## src/rtl/rs_enc_pkg.sv

```systemverilog
package rs_enc_pkg;
    localparam int SYM_W  = 8;
    localparam int N_PAR  = 16;
    localparam int K_MSG  = 239;
    localparam logic [SYM_W-1:0] PRIM_LOW = 8'h1D;
    localparam int CNT_W  = $clog2(K_MSG + 1);
    localparam int PCNT_W = $clog2(N_PAR);

    typedef logic [SYM_W-1:0] sym_t;
    typedef logic [N_PAR-1:0][SYM_W-1:0] par_vec_t;
    typedef enum logic [1:0] {ST_IDLE, ST_MSG, ST_PAR} enc_state_t;

    function automatic sym_t gf_mul(sym_t a, sym_t b);
        sym_t p = '0;
        sym_t x = a;
        for (int i = 0; i < SYM_W; i++) begin
            if (b[i]) p = p ^ x;
            x = {x[SYM_W-2:0], 1'b0} ^ (x[SYM_W-1] ? PRIM_LOW : '0);
        end
        return p;
    endfunction

    function automatic sym_t alpha_pow(int e);
        sym_t r = 8'h01;
        for (int i = 0; i < e; i++) r = gf_mul(r, 8'h02);
        return r;
    endfunction

    // Coefficients g0..g15 of the monic generator (x+a^0)..(x+a^15)
    function automatic par_vec_t gen_taps();
        sym_t g [N_PAR+1];
        par_vec_t t;
        for (int i = 0; i <= N_PAR; i++) g[i] = '0;
        g[0] = 8'h01;
        for (int j = 0; j < N_PAR; j++) begin
            sym_t aj = alpha_pow(j);
            for (int i = N_PAR; i >= 1; i--) g[i] = g[i-1] ^ gf_mul(g[i], aj);
            g[0] = gf_mul(g[0], aj);
        end
        for (int i = 0; i < N_PAR; i++) t[i] = g[i];
        return t;
    endfunction

    localparam par_vec_t GEN_TAPS = gen_taps();
endpackage

```

## src/rtl/gf_const_mul.sv

```systemverilog
module gf_const_mul
    import rs_enc_pkg::*;
#(
    parameter sym_t COEF = 8'h01
) (
    input  sym_t a,
    output sym_t y
);
    always_comb y = gf_mul(a, COEF);
endmodule

```

## src/rtl/rs_parity_lfsr.sv

```systemverilog
module rs_parity_lfsr
    import rs_enc_pkg::*;
(
    input  logic clk,
    input  logic rst,
    input  logic step,
    input  logic clr,
    input  logic shift,
    input  sym_t din,
    output sym_t top_stage
);
    par_vec_t par, base, prod;
    sym_t     fb;

    always_comb begin
        base = clr ? '0 : par;
        fb   = shift ? '0 : (din ^ base[N_PAR-1]);
    end

    for (genvar i = 0; i < N_PAR; i++) begin : g_tap
        gf_const_mul #(.COEF(GEN_TAPS[i])) u_mul (.a(fb), .y(prod[i]));
    end

    always_ff @(posedge clk) begin
        if (rst) begin
            par <= '0;
        end else if (step) begin
            par[0] <= prod[0];
            for (int i = 1; i < N_PAR; i++) par[i] <= base[i-1] ^ prod[i];
        end
    end

    assign top_stage = par[N_PAR-1];

    // shifting out feeds zeros into the lowest stage
    p_shift_zero_fill_r3: assert property (@(posedge clk) disable iff (rst)
        (step && shift) |=> (par[0] == '0));
endmodule

```

## src/rtl/rs_enc_ctrl.sv

```systemverilog
module rs_enc_ctrl
    import rs_enc_pkg::*;
(
    input  logic clk,
    input  logic rst,
    input  logic in_valid,
    input  logic in_sop,
    output logic in_ready,
    output logic take,
    output logic clr,
    output logic in_par,
    output logic final_par
);
    enc_state_t        state;
    logic [CNT_W-1:0]  cnt, cnt_nxt;
    logic [PCNT_W-1:0] pcnt;

    always_comb begin
        in_ready  = (state != ST_PAR);
        take      = in_valid && in_ready && ((state == ST_MSG) || in_sop);
        clr       = take && in_sop;
        in_par    = (state == ST_PAR);
        final_par = in_par && (pcnt == PCNT_W'(N_PAR - 1));
        cnt_nxt   = in_sop ? CNT_W'(1) : cnt + CNT_W'(1);
    end

    always_ff @(posedge clk) begin
        if (rst) begin
            state <= ST_IDLE;
            cnt   <= '0;
            pcnt  <= '0;
        end else begin
            case (state)
                ST_IDLE, ST_MSG: if (take) begin
                    if (cnt_nxt == CNT_W'(K_MSG)) begin
                        state <= ST_PAR;
                        cnt   <= '0;
                        pcnt  <= '0;
                    end else begin
                        state <= ST_MSG;
                        cnt   <= cnt_nxt;
                    end
                end
                default: begin
                    pcnt <= pcnt + PCNT_W'(1);
                    if (final_par) state <= ST_IDLE;
                end
            endcase
        end
    end

    // message counter never reaches the codeword length while open
    p_cnt_bound_r9: assert property (@(posedge clk) disable iff (rst)
        cnt < CNT_W'(K_MSG));
endmodule

```

## src/rtl/rs_lfsr_encoder.sv

```systemverilog
module rs_lfsr_encoder
    import rs_enc_pkg::*;
(
    input  logic       clk,
    input  logic       rst,
    input  logic       in_valid,
    output logic       in_ready,
    input  logic [7:0] in_data,
    input  logic       in_sop,
    input  logic       in_eop,
    output logic       out_valid,
    output logic [7:0] out_data,
    output logic       out_last
);
    logic take, clr, in_par, final_par, eop_seen;
    sym_t top_stage;

    assign eop_seen = in_eop;

    rs_enc_ctrl u_ctrl (
        .clk(clk), .rst(rst), .in_valid(in_valid), .in_sop(in_sop),
        .in_ready(in_ready), .take(take), .clr(clr),
        .in_par(in_par), .final_par(final_par)
    );

    rs_parity_lfsr u_lfsr (
        .clk(clk), .rst(rst), .step(take || in_par), .clr(clr),
        .shift(in_par), .din(in_data), .top_stage(top_stage)
    );

    always_ff @(posedge clk) begin
        if (rst) begin
            out_valid <= 1'b0;
            out_data  <= '0;
            out_last  <= 1'b0;
        end else begin
            out_valid <= take || in_par;
            out_last  <= final_par;
            if (in_par)    out_data <= top_stage;
            else if (take) out_data <= in_data;
        end
    end

    // last flag only accompanies a valid symbol
    p_last_valid_r5: assert property (@(posedge clk) disable iff (rst)
        out_last |-> out_valid);
    // the last parity symbol is preceded by a valid symbol
    p_last_follows_burst_r3: assert property (@(posedge clk) disable iff (rst)
        out_last |-> $past(out_valid));
    // input reopens together with the final parity symbol
    p_ready_after_last_r6: assert property (@(posedge clk) disable iff (rst)
        out_last |-> in_ready);
    // input closes only right after a message symbol was taken
    p_close_after_msg_r6: assert property (@(posedge clk) disable iff (rst)
        $fell(in_ready) |-> out_valid);
    // eop level never changes readiness by itself
    p_eop_neutral_r9: assert property (@(posedge clk) disable iff (rst)
        (eop_seen && !in_valid && in_ready) |=> in_ready);
endmodule

```

## config.mk

```make
export PLATFORM = sky130hd
export DESIGN_NAME = rs_lfsr_encoder
export DESIGN_NICKNAME = d
export VERILOG_FILES = /design/src/rtl/rs_enc_pkg.sv /design/src/rtl/gf_const_mul.sv /design/src/rtl/rs_parity_lfsr.sv /design/src/rtl/rs_enc_ctrl.sv /design/src/rtl/rs_lfsr_encoder.sv
export SDC_FILE = /design/constraint.sdc
export NUM_CORES = 1
export LEC_CHECK = 0
export ABC_AREA = 1
export BUFFER_PORTS_ARGS = -buffer_cell sky130_fd_sc_hd__buf_2
export CAP_MARGIN = 20
export CORE_MARGIN = 4
export CORE_UTILIZATION = 66
export CTS_CLUSTER_DIAMETER = 50
export DETAILED_ROUTE_END_ITERATION = 10
export HOLD_SLACK_MARGIN = 0.1
export PLACE_DENSITY = 0.87
export SLEW_MARGIN = 15
export SYNTH_ARGS = -nofsm -noshare
export SYNTH_HDL_FRONTEND = slang
export SYNTH_SLANG_ARGS = --single-unit
```

## constraint.sdc

```tcl
create_clock -name clk -period 3.14 [get_ports clk]
set_input_delay 0.471 -clock clk [delete_from_list [all_inputs] [get_ports clk]]
set_output_delay 0.471 -clock clk [all_outputs]
set_load 0.01 [all_outputs]
```

Word level (Yosys, flattened, before mapping)
Index checks and enable logic that the tools add are counted.
{"block": "word_totals", "elab_cells": 118, "out_inout_bits": 11, "register_bits": 152, "inputBits": 13}
{"block": "op_classes", "reduce_logical": 13, "bitwise": 54, "n_eq_ne": 7, "mux": 20, "n_addsub": 2}
{"op": "8-bit bitwise XOR", "count": 51}
{"op": "128-bit 2-to-1 mux", "count": 1}
{"op": "8-bit 2-to-1 mux", "count": 5}
{"op": "5-bit 2-to-1 mux", "count": 7}
{"op": "8-bit by 5-bit bitwise XOR with 8-bit output", "count": 3}
{"op": "4-bit 2-to-1 mux", "count": 3}
{"op": "8-bit by 1-bit adder with 8-bit output, second input constant", "count": 1}
{"op": "8-bit equality test, second input constant", "count": 1}
{"op": "2-bit 2-to-1 mux", "count": 4}
{"op": "2-bit AND reduction", "count": 3}
{"op": "4-bit by 1-bit adder with 4-bit output, second input constant", "count": 1}
{"op": "4-bit equality test, second input constant", "count": 1}
{"op": "1-bit logical AND", "count": 4}
{"op": "2-bit inequality test, second input constant", "count": 2}
{"op": "2-bit nonzero test", "count": 2}
{"op": "2-bit by 1-bit equality test with 1-bit output, second input constant", "count": 1}
{"op": "2-bit equality test, second input constant", "count": 1}
{"op": "2-bit logical NOT", "count": 1}
{"op": "1-bit logical OR", "count": 2}
{"op": "2-bit by 1-bit inequality test with 1-bit output, second input constant", "count": 1}
{"op": "2-bit OR reduction", "count": 1}

Longest topological paths before layout
Gate-level depths: netlist (run 1).
{"block": "depth", "ltp_word": 23, "ltp_mapped": 20, "ltp_nobuf": 19}

Cells and area by module
From an unflattened synthesis (run 1), not the netlist that was laid out.
{"block": "unflattened", "hier_cells": 2549, "area_unflattened_um2": 14769.2}
{"module": "rs_parity_lfsr", "seq_area_each_um2": 2562.5, "cells_each": 1097, "instances": 1, "area_each_um2": 7025.5}
{"module": "gf_const_mul at u_lfsr.g_tap[0].u_mul ...", "seq_area_each_um2": 0.0, "cells_each": 108, "instances": 2, "area_each_um2": 479.2}
{"module": "rs_enc_ctrl", "seq_area_each_um2": 280.3, "cells_each": 132, "instances": 1, "area_each_um2": 883.3}
{"module": "gf_const_mul at u_lfsr.g_tap[4].u_mul", "seq_area_each_um2": 0.0, "cells_each": 104, "instances": 1, "area_each_um2": 610.6}
{"module": "gf_const_mul at u_lfsr.g_tap[12].u_mul", "seq_area_each_um2": 0.0, "cells_each": 118, "instances": 1, "area_each_um2": 586.8}
{"module": "gf_const_mul at u_lfsr.g_tap[10].u_mul", "seq_area_each_um2": 0.0, "cells_each": 100, "instances": 1, "area_each_um2": 534.3}
{"module": "gf_const_mul at u_lfsr.g_tap[7].u_mul", "seq_area_each_um2": 0.0, "cells_each": 99, "instances": 1, "area_each_um2": 476.7}
{"module": "rs_lfsr_encoder", "seq_area_each_um2": 200.2, "cells_each": 67, "instances": 1, "area_each_um2": 465.4}
{"module": "gf_const_mul at u_lfsr.g_tap[13].u_mul", "seq_area_each_um2": 0.0, "cells_each": 75, "instances": 1, "area_each_um2": 426.7}
{"module": "gf_const_mul at u_lfsr.g_tap[9].u_mul", "seq_area_each_um2": 0.0, "cells_each": 71, "instances": 1, "area_each_um2": 415.4}
{"module": "gf_const_mul at u_lfsr.g_tap[2].u_mul", "seq_area_each_um2": 0.0, "cells_each": 84, "instances": 1, "area_each_um2": 390.4}
{"module": "gf_const_mul at u_lfsr.g_tap[3].u_mul", "seq_area_each_um2": 0.0, "cells_each": 69, "instances": 1, "area_each_um2": 367.9}
{"module": "gf_const_mul at u_lfsr.g_tap[14].u_mul", "seq_area_each_um2": 0.0, "cells_each": 66, "instances": 1, "area_each_um2": 355.3}
{"module": "gf_const_mul at u_lfsr.g_tap[1].u_mul", "seq_area_each_um2": 0.0, "cells_each": 66, "instances": 1, "area_each_um2": 330.3}
{"module": "+4 rows"}

Least setup slack after synthesis (run 1)
OpenSTA, ideal clock, no wires.
{"block": "synth_path", "path_type": "in2reg", "startpoint": "in in_valid", "endpoint": "reg u_lfsr.par[26] in the netlist's numbering", "n_path_buf": 3, "required_ns": 3.031, "t_arrival_ns": 2.031, "path_slack_ns": 1.000, "setup_ns": 0.109, "cell_stages": 18, "path_cell_list": "nand2_2 -> buf_6 -> nand2_1 -> nand2_2 -> nand3_4 -> inv_4 -> nand2_2 -> nand2_2 -> buf_6 -> buf_6 -> xor2_1 -> inv_1 -> nand2_1 -> nand2_1 -> nand2_1 -> nand3_1 -> nand2_1 -> inv_1"}
{"block": "synth_between", "elab_chain_cells": 16, "elab_cells_between_ends": 22, "cone_classes": "8 x mux; 10 x bitwise; 4 x reduce/logical"}
{"element": "from (decl)", "line": "rs_lfsr_encoder.sv:6", "rtl": "input logic in_valid,"}
{"element": "1-bit logical AND (*) (2 in a row)", "line": "rs_enc_ctrl.sv:20", "rtl": "take = in_valid && in_ready && ((state == ST_MSG) || in_sop);"}
{"element": "1-bit logical AND", "line": "rs_enc_ctrl.sv:21", "rtl": "clr = take && in_sop;"}
{"element": "128-bit 2-to-1 mux", "line": "rs_parity_lfsr.sv:16", "rtl": "base = clr ? '0 : par;"}
{"element": "8-bit bitwise XOR", "line": "rs_parity_lfsr.sv:17", "rtl": "fb = shift ? '0 : (din ^ base[N_PAR-1]);"}
{"element": "8-bit 2-to-1 mux", "line": "rs_parity_lfsr.sv:17"}
{"element": "5-bit 2-to-1 mux / 8-bit by 5-bit bitwise XOR with 8-bit output (equally long branches)"}
{"element": "8-bit by 5-bit bitwise XOR with 8-bit output / 5-bit 2-to-1 mux (equally long branches)"}
{"element": "8-bit bitwise XOR", "line": "rs_enc_pkg.sv:18", "rtl": "x = {x[SYM_W-2:0], 1'b0} ^ (x[SYM_W-1] ? PRIM_LOW : '0);"}
{"element": "8-bit bitwise XOR (2 in a row)"}
{"element": "5-bit 2-to-1 mux / 8-bit bitwise XOR (equally long branches)"}
{"element": "8-bit bitwise XOR / 5-bit 2-to-1 mux (equally long branches)"}
{"element": "8-bit bitwise XOR / 8-bit by 5-bit bitwise XOR with 8-bit output (equally long branches)"}
{"element": "8-bit bitwise XOR", "line": "rs_enc_pkg.sv:17", "rtl": "if (b[i]) p = p ^ x;"}
{"element": "8-bit bitwise XOR", "line": "rs_parity_lfsr.sv:29", "rtl": "for (int i = 1; i < N_PAR; i++) par[i] <= base[i-1] ^ prod[i];"}
{"element": "to (decl)", "line": "rs_parity_lfsr.sv:12", "rtl": "par_vec_t par, base, prod;"}
Every way passes the cells marked *; elsewhere a longest branch is shown, timed or not.
A chain may end at the register's enable or synchronous reset.

Final worst setup path (run 1)
{"block": "layout_path", "startpoint": "reg u_ctrl.state[0]", "endpoint": "reg u_lfsr.par[101] in the netlist's numbering"}
{"block": "layout_between", "elab_chain_cells": 18, "elab_cells_between_ends": 30, "cone_classes": "3 x eq/ne; 8 x mux; 14 x bitwise; 5 x reduce/logical"}
{"element": "from (decl)", "line": "rs_enc_ctrl.sv:14", "rtl": "enc_state_t state;"}
{"element": "from (signal assigned)", "line": "rs_enc_ctrl.sv:29", "rtl": "state <= ST_IDLE;"}
{"element": "from (signal assigned)", "line": "rs_enc_ctrl.sv:36", "rtl": "state <= ST_PAR;"}
{"element": "from (signal assigned)", "line": "rs_enc_ctrl.sv:40", "rtl": "state <= ST_MSG;"}
{"element": "2-bit inequality test / 2-bit by 1-bit equality test with 1-bit output (equally long branches)", "line": "rs_enc_ctrl.sv:19, rs_enc_ctrl.sv:20"}
{"element": "1-bit logical AND / 1-bit logical OR (equally long branches)", "line": "rs_enc_ctrl.sv:20"}
{"element": "1-bit logical AND", "line": "rs_enc_ctrl.sv:20"}
{"element": "1-bit logical AND", "line": "rs_enc_ctrl.sv:21"}
{"element": "128-bit 2-to-1 mux", "line": "rs_parity_lfsr.sv:16"}
{"element": "8-bit bitwise XOR", "line": "rs_parity_lfsr.sv:17"}
{"element": "8-bit 2-to-1 mux", "line": "rs_parity_lfsr.sv:17"}
{"element": "5-bit 2-to-1 mux / 8-bit by 5-bit bitwise XOR with 8-bit output (equally long branches)", "line": "rs_enc_pkg.sv:18"}
{"element": "8-bit by 5-bit bitwise XOR with 8-bit output / 5-bit 2-to-1 mux (equally long branches)"}
{"element": "8-bit bitwise XOR"}
{"element": "8-bit bitwise XOR (2 in a row)", "line": "rs_enc_pkg.sv:18"}
{"element": "5-bit 2-to-1 mux / 8-bit bitwise XOR (equally long branches)"}
{"element": "8-bit bitwise XOR / 5-bit 2-to-1 mux (equally long branches)"}
{"element": "8-bit by 5-bit bitwise XOR with 8-bit output"}
{"element": "8-bit by 5-bit bitwise XOR with 8-bit output", "line": "rs_enc_pkg.sv:18"}
{"element": "8-bit bitwise XOR", "line": "rs_enc_pkg.sv:17"}
{"element": "8-bit bitwise XOR", "line": "rs_parity_lfsr.sv:29"}
Several ways; a longest one is shown, not always the timed one.

==> metrics.md, run 1 <==
| Metric | Value |
|---|---|
| Final setup TNS | `0 ps` |
| CTS tree | `built` |
| Ys async rst share | `0` |
| I/O Buffers | `22` |
| # Post-CTS Setup Buffers | `0` |
| Core region area | `14,700 um^2` |
| Largest net degree at the start of global routing | `58` |
| TritonCTS Buffers | `17` |
| CP Data Required Time | `approximately 3500 ps` |
| Clk pwr share | `0.252` |
| Leak Pwr | `about 5.6 nW` |
| Comb power frac | `0.448` |
| Post-CTS resize count | `0` |
| Most frequent cells after synthesis | `nand2_1 (440), inv_1 (198), dfxtp_1 (152)` |
| Setup CP Type | `reg2reg` |
| Nets | `between 1,500 and 2,000` |
| FMAX | `359 MHz` |
| Worst Reg-to-Reg Cells | `15` |
| Sequential area share after synthesis | `0.303` |
| Final Power | `roughly 0.0080 W` |
| Psw | `~0.0034 W` |
| Longest Clk Path Bufs | `2` |
| Minimum clock period after layout | `around 2800 ps` |
| Power Density | `around 730 nW/um^2` |
| Main synth FF type | `dfxtp_1` |
| Ys Warns | `0` |
| Initial antenna violation count | `0` |
| Clk sinks | `roughly 150` |
| Netlist cell types | `45` |
| H-tree depth | `4` |
| Routed len/inst | `~17 um` |
| Ports | `24` |
| Final Skew | `6.76 ps` |
| Die X-Extent | `between 100 and 150 um` |
| Post-synth EDFFs | `0` |
| Tcrit/Tclk final | `0.887` |
| Global-route wire length before repair | `between 40 and 50 mm` |
| Type of destination of the critical path | `register` |
| DR pass1 iterations | `6` |
| Post-route antenna net violation count | `0` |
| Final hold viol count | `0` |
| Area share of the largest cell type after synthesis | `0.303` |
| Synthesized net count | `1,534` |
| Total Wirelength | `28.7 mm` |
| Synth Instances | `around 1,500` |
| Placer Congestion | `around 0.95` |
| Least-Margin Pin Slew | `597 ps` |
| Top cell type by total area after synthesis | `dfxtp_1` |
| Gr ovfl total | `0` |
| Max-Slew Margin vs Limit | `0.602` |
| Max-slew violations | `0` |
| Unrepaired setup endpoints after global routing | `false` |
| Fin util | `0.745` |
| Initial Util | `0.684` |
| Root buf cell | `clkbuf_16` |
| P_int | `~0.0046 W` |
| DR vias | `between 10,000 and 15,000` |
| Final Setup Violations | `0` |
| Hold-fix buffers at CTS | `0` |
| Fill cell count | `around 1,100` |
| Drt initial violations | `~1,200` |
| Clock latency on the worst-skew pair | `about 430 ps` |
| MaxCap Viol Count | `0` |
| Die Y | `about 130 um` |
| GRT Total Usage | `0.327` |
| Worst Path Arrival | `approximately 3100 ps` |
| Crit start category | `register` |
| Synthesized area | `10,100 um^2` |
| Syn Area/Cell | `6.62 um^2` |
| Vias in the first global route | `approximately 9,000` |
| Clock transition at path regs | `around 70 ps` |
| Most common cell in the netlist | `nand2_1` |
| DR vias/cell | `around 5.8` |
| Die area | `between 15,000 and 20,000 um^2` |
| Post-synthesis register bit count | `approximately 150` |
| Status | `finished clean` |
| Ant diodes | `0` |
| Placed wire-length estimate | `around 19 mm` |
| Crit path max fanout | `26` |
| Hold Path Cell Cnt | `3` |
| Largest cells by area after synthesis | `dfxtp_1 (30%), nand2_1 (16%), xor2_1 (7.8%)` |
| Remaining DRCs | `0` |
| # rows | `44` |
| Layout cells sized above 1 | `0.118` |
| Switching share of power | `0.426` |
| Flop pwr share | `0.299` |
| Peak VDD IR | `0.000551 V` |
| Layout area overhead | `8.91%` |
| Hold crit path type | `in2reg` |
## registers in the layout, indices dropped and copies added, names as in the netlist
signal            flops
out_last              1
out_valid             1
u_ctrl.pcnt           4
u_lfsr.par          120
u_ctrl.cnt            8
u_lfsr.top_stage      8
out_data              8
u_ctrl.state          2
## layout by cell type, fill, tap and decap left out, drive strengths merged
cell type and n:
nand3 120, a21o 2, nand4 2, clkinv 7
nor4 1, clkbuf 20, o221ai 9, dfxtp 152
xor2 97, xnor2 32, nor2 64, a21oi 52
o21ai 142, a31oi 12, or2 5, inv 210
nor3 3, bufinv 1, clkinvlp 2, o211ai 13
nand2 485, a211oi 3, o21bai 20, buf 63
nand3b 19, ha 2, a22oi 1
## cells by family after synthesis
family | synth area share
fa+ha+maj | 0.00249
simple gates | 0.313
buf+inv | 0.117
flops | 0.303
compound gates | 0.143
xor+xnor | 0.122
## worst max-delay path: stages (launching register included)
cell and delay (ps):
dfxtp_1 340, inv_1 80, nand2_4 310, nand2_1 120, nor2_2 320, nand2_1 160
nand3_2 130, nand2_2 190, nand2_1 160, nand2_2 160, nand2_1 120, nand2_2 100
xnor2_1 270, nand2_1 90, nand2_1 70, inv_1 40
## layout make-up
| type | instances | area, um^2 | area share |
|---|---|---|---|
| clock buffers | 20 | 457 | 0.0417 |
| clock inverters | 12 | 116 | 0.0106 |
| inverters | 208 | 783 | 0.0716 |
| multi-input cells | 1084 | 5850 | 0.534 |
| flip-flops and latches | 152 | 3040 | 0.278 |
| well taps | 184 | 230 | 0.0210 |
| repair buffers | 63 | 468 | 0.0427 |
## power groups by stage
stage / Clock (W) / Sequential (W) / Combinational (W)
finish: 0.00202 / 0.00239 / 0.00359
global route: 0.00212 / 0.00242 / 0.00394
CTS: 0.00203 / 0.00239 / 0.00350
detailed placement: 0 / 0.00242 / 0.00344
global placement: 0 / 0.00241 / 0.00334
floorplan: 0 / 0.00238 / 0.00262
## routing by layer
metal / vias up / GRT usage / part of all wire
met5: - / 0 / 0
met4: 0 / 0.134 / 0.038
met3: 107 / 0.0799 / 0.10
met2: 524 / 0.536 / 0.46
met1: 4609 / 0.415 / 0.40
li1: 4790 / - / -
## path summary, 6_finish.rpt
kind	from	to	slack, ps
setup / recovery	u_ctrl.state[0]$_SDFFE_PP0P_	u_lfsr.par[101]$_SDFFE_PP0P_	350
hold / removal	in_data[0]	out_data[0]$_SDFFE_PP0P_	320
hold reg to reg	u_lfsr.par[5]$_SDFFE_PP0P_	u_lfsr.par[5]$_SDFFE_PP0P_	470
setup reg to reg	u_ctrl.state[0]$_SDFFE_PP0P_	u_lfsr.par[101]$_SDFFE_PP0P_	350
## metrics by stage
stage	worst slack, ps	cell area [um^2]	instances	hold WS, ps
6_report	354	10900	1723	321
5_1_grt	219	10900	1723	324
4_1_cts	465	10900	1723	313
3_5_place_dp	131	10400	1691	457
3_3_place_gp	240	10400	1691	450
2_1_floorplan	1000	10100	1519	440
Power figures use the tool's default switching activity.
==> inputs of run 2 (changes only) <==
- ABC_AREA: 1 -> not set
- CORE_UTILIZATION: 66 -> 63
- PLACE_DENSITY: 0.87 -> 0.84
- clock period: 3.14 -> 2.9 ns (I/O delays scaled with it)
==> metrics.md, run 2 <==
| Metric | Value |
|---|---|
| Status | `finished clean` |
| Ports | `24` |
| Netlist cell types | `51` |
| FMAX | `between 300 and 400 MHz` |
| I/O Buffers | `22` |
| Die X-Extent | `around 130 um` |
| Post-synth EDFFs | `0` |
| Top cell type by total area after synthesis | `dfxtp_1` |
| Largest cells by area after synthesis | `dfxtp_1 (32%), xnor2_1 (11%), nand2_1 (8.8%)` |
| Minimum clock period after layout | `roughly 2700 ps` |
| # rows | `44` |
| Global-route wire length before repair | `between 30 and 40 mm` |
| Tcrit/Tclk final | `0.914` |
| Routed length on met1 | `roughly 9.6 mm` |
| Die area | `17,000 um^2` |
| Synthesized net count | `1,045` |
| Largest net degree at the start of global routing | `about 90` |
| Nets | `between 1,000 and 1,500` |
| Max-Slew Margin vs Limit | `0.460` |
| Synth Instances | `1,030` |
| Worst slack, placed | `1.13 ps` |
| Leak Pwr | `between 4 and 5 nW` |
| Uppermost layer routed | `met4` |
| Power Density | `1270 nW/um^2` |
| MaxCap Viol Count | `0` |
| Post-synthesis register bit count | `around 150` |
| Most frequent cells after synthesis | `nand2_1 (222), dfxtp_1 (152), xnor2_1 (117)` |
| Ys async rst share | `0` |
| Max FFs per register | `120` |
| Clk sinks | `approximately 150` |
| Largest Register | `u_lfsr.par` |
| CTS tree | `built` |
| Final Setup Violations | `0` |
| DR pass1 iterations | `6` |
| Type of destination of the critical path | `register` |
| Setup CP Type | `reg2reg` |
| Clock latency on the worst-skew pair | `roughly 430 ps` |
| Max-slew violations | `0` |
| Final setup margin | `roughly 250 ps` |
| Vias in the first global route | `approximately 7,100` |
| Setup slack, reg-to-reg | `between 200 and 250 ps` |
| Final Skew | `roughly 7.3 ps` |
| Final setup TNS | `0 ps` |
| Layout area overhead | `11.7%` |
| Final hold viol count | `0` |
| Layout cells sized above 1 | `0.136` |
| Area share of the largest cell type after synthesis | `0.322` |
| Metal3 WL | `around 1.4 mm` |
| # Post-CTS Setup Buffers | `0` |
| Remaining DRCs | `0` |
| Ant diodes | `0` |
| Most common cell in the netlist | `nand2_1` |
| Unrepaired setup endpoints after global routing | `false` |
| Most frequent cells in the layout | `nand2_1 (222), dfxtp_1 (152), xnor2_1 (116)` |
| DR vias/cell | `between 5 and 6` |
| Initial antenna violation count | `0` |
| Least-Margin Pin Slew | `approximately 800 ps` |
| Gr ovfl total | `0` |
| Peak VDD IR | `~0.0007 V` |
| Crit start category | `register` |
| Metal2 WL | `around 11 mm` |
| Total Wirelength | `around 23 mm` |
| GRT Total Usage | `0.278` |
| Initial Util | `0.648` |
| Longest Clk Path Bufs | `2` |
| CP Data Required Time | `between 3000 and 4000 ps` |
| TritonCTS Buffers | `17` |
| DR vias | `approximately 7,200` |
| Post-route antenna net violation count | `0` |
| Die Y | `roughly 130 um` |
| Synthesized area | `~9400 um^2` |
| Routed len/inst | `18.2 um` |
| Root buf cell | `clkbuf_16` |
| Ys Warns | `0` |
| Placer Congestion | `a little under 0.9` |
| H-tree depth | `4` |
| Main synth FF type | `dfxtp_1` |
| Post-CTS resize count | `0` |
| Crit path max fanout | `11` |
| Sequential area share after synthesis | `0.322` |
| Hold crit path type | `in2reg` |
| Commonest non-fill, non-tap cell in the layout | `nand2_1` |
| Core region area | `around 15,000 um^2` |
| Hold-fix buffers at CTS | `0` |
| Syn Area/Cell | `just over 9 um^2` |
| Placed wire-length estimate | `between 10 and 15 mm` |
| Worst Path Arrival | `3020 ps` |
| Drt initial violations | `between 500 and 600` |
| Clock transition at path regs | `60 ps` |
run 2: cells by family after synthesis:
| family | Yosys count | synth area share |
|---|---|---|
| flops | 152 | 0.322 |
| mux | 9 | 0.00954 |
| simple gates | 370 | 0.171 |
| compound gates | 163 | 0.113 |
| xor+xnor | 252 | 0.339 |
| fa+ha+maj | 2 | 0.00265 |
| buf+inv | 82 | 0.0433 |
run 2: path summary, 6_finish.rpt:
path / from / to / cells past startpoint
min reg2reg: u_lfsr.par[72]$_SDFFE_PP0P_ / u_lfsr.par[72]$_SDFFE_PP0P_ / 2
min: in_data[3] / out_data[3]$_SDFFE_PP0P_ / 3
max reg2reg: u_lfsr.top_stage[6]$_SDFFE_PP0P_ / u_lfsr.par[56]$_SDFFE_PP0P_ / 8
max: u_lfsr.top_stage[6]$_SDFFE_PP0P_ / u_lfsr.par[56]$_SDFFE_PP0P_ / 8
run 2: layout make-up:
class / count / area, um^2
Clock inverter: 11 / 145
Tap cell: 184 / 230
Sequential cell: 152 / 3040
Inverter: 3 / 11.3
Timing Repair Buffer: 77 / 638
Fill cell: 976 / 4040
Multi-Input combinational cell: 796 / 6030
Clock buffer: 21 / 460
run 2: layer usage:
layer	vias up	GRT usage
li1	3449	-
met1	3498	0.364
met2	247	0.456
met3	48	0.0553
met4	0	0.109
met5	-	0
run 2: through the flow:
| stage | instances | utilization | total power [W] | instance area [um^2] | hold slack [ps] |
|---|---|---|---|---|---|
| floorplan | 1030 | - | 0.00931 | 9450 | 432 |
| global placement | 1212 | 0.682 | 0.0108 | 9950 | 439 |
| detailed placement | 1212 | 0.682 | 0.0110 | 9950 | 445 |
| CTS | 1244 | 0.723 | 0.0134 | 10600 | 360 |
| global route | 1244 | 0.723 | 0.0141 | 10600 | 368 |
| finish | 1244 | 0.723 | 0.0134 | 10600 | 367 |
run 2: power breakdown:
group          internal [W]  leakage, nW  switching [W]
Clock               0.00140        0.290       0.000907
Sequential          0.00261         1.25       0.000302
Combinational       0.00445         2.74        0.00375
Total               0.00846         4.28        0.00496
run 2: worst max-delay path: stages, from the launching register on:
cell	delay (ps)
dfxtp_1	340
a21boi_1	150
xnor2_1	390
nor2_8	130
xnor2_2	660
buf_12	250
xor3_1	420
o21a_1	180
nor2_1	70
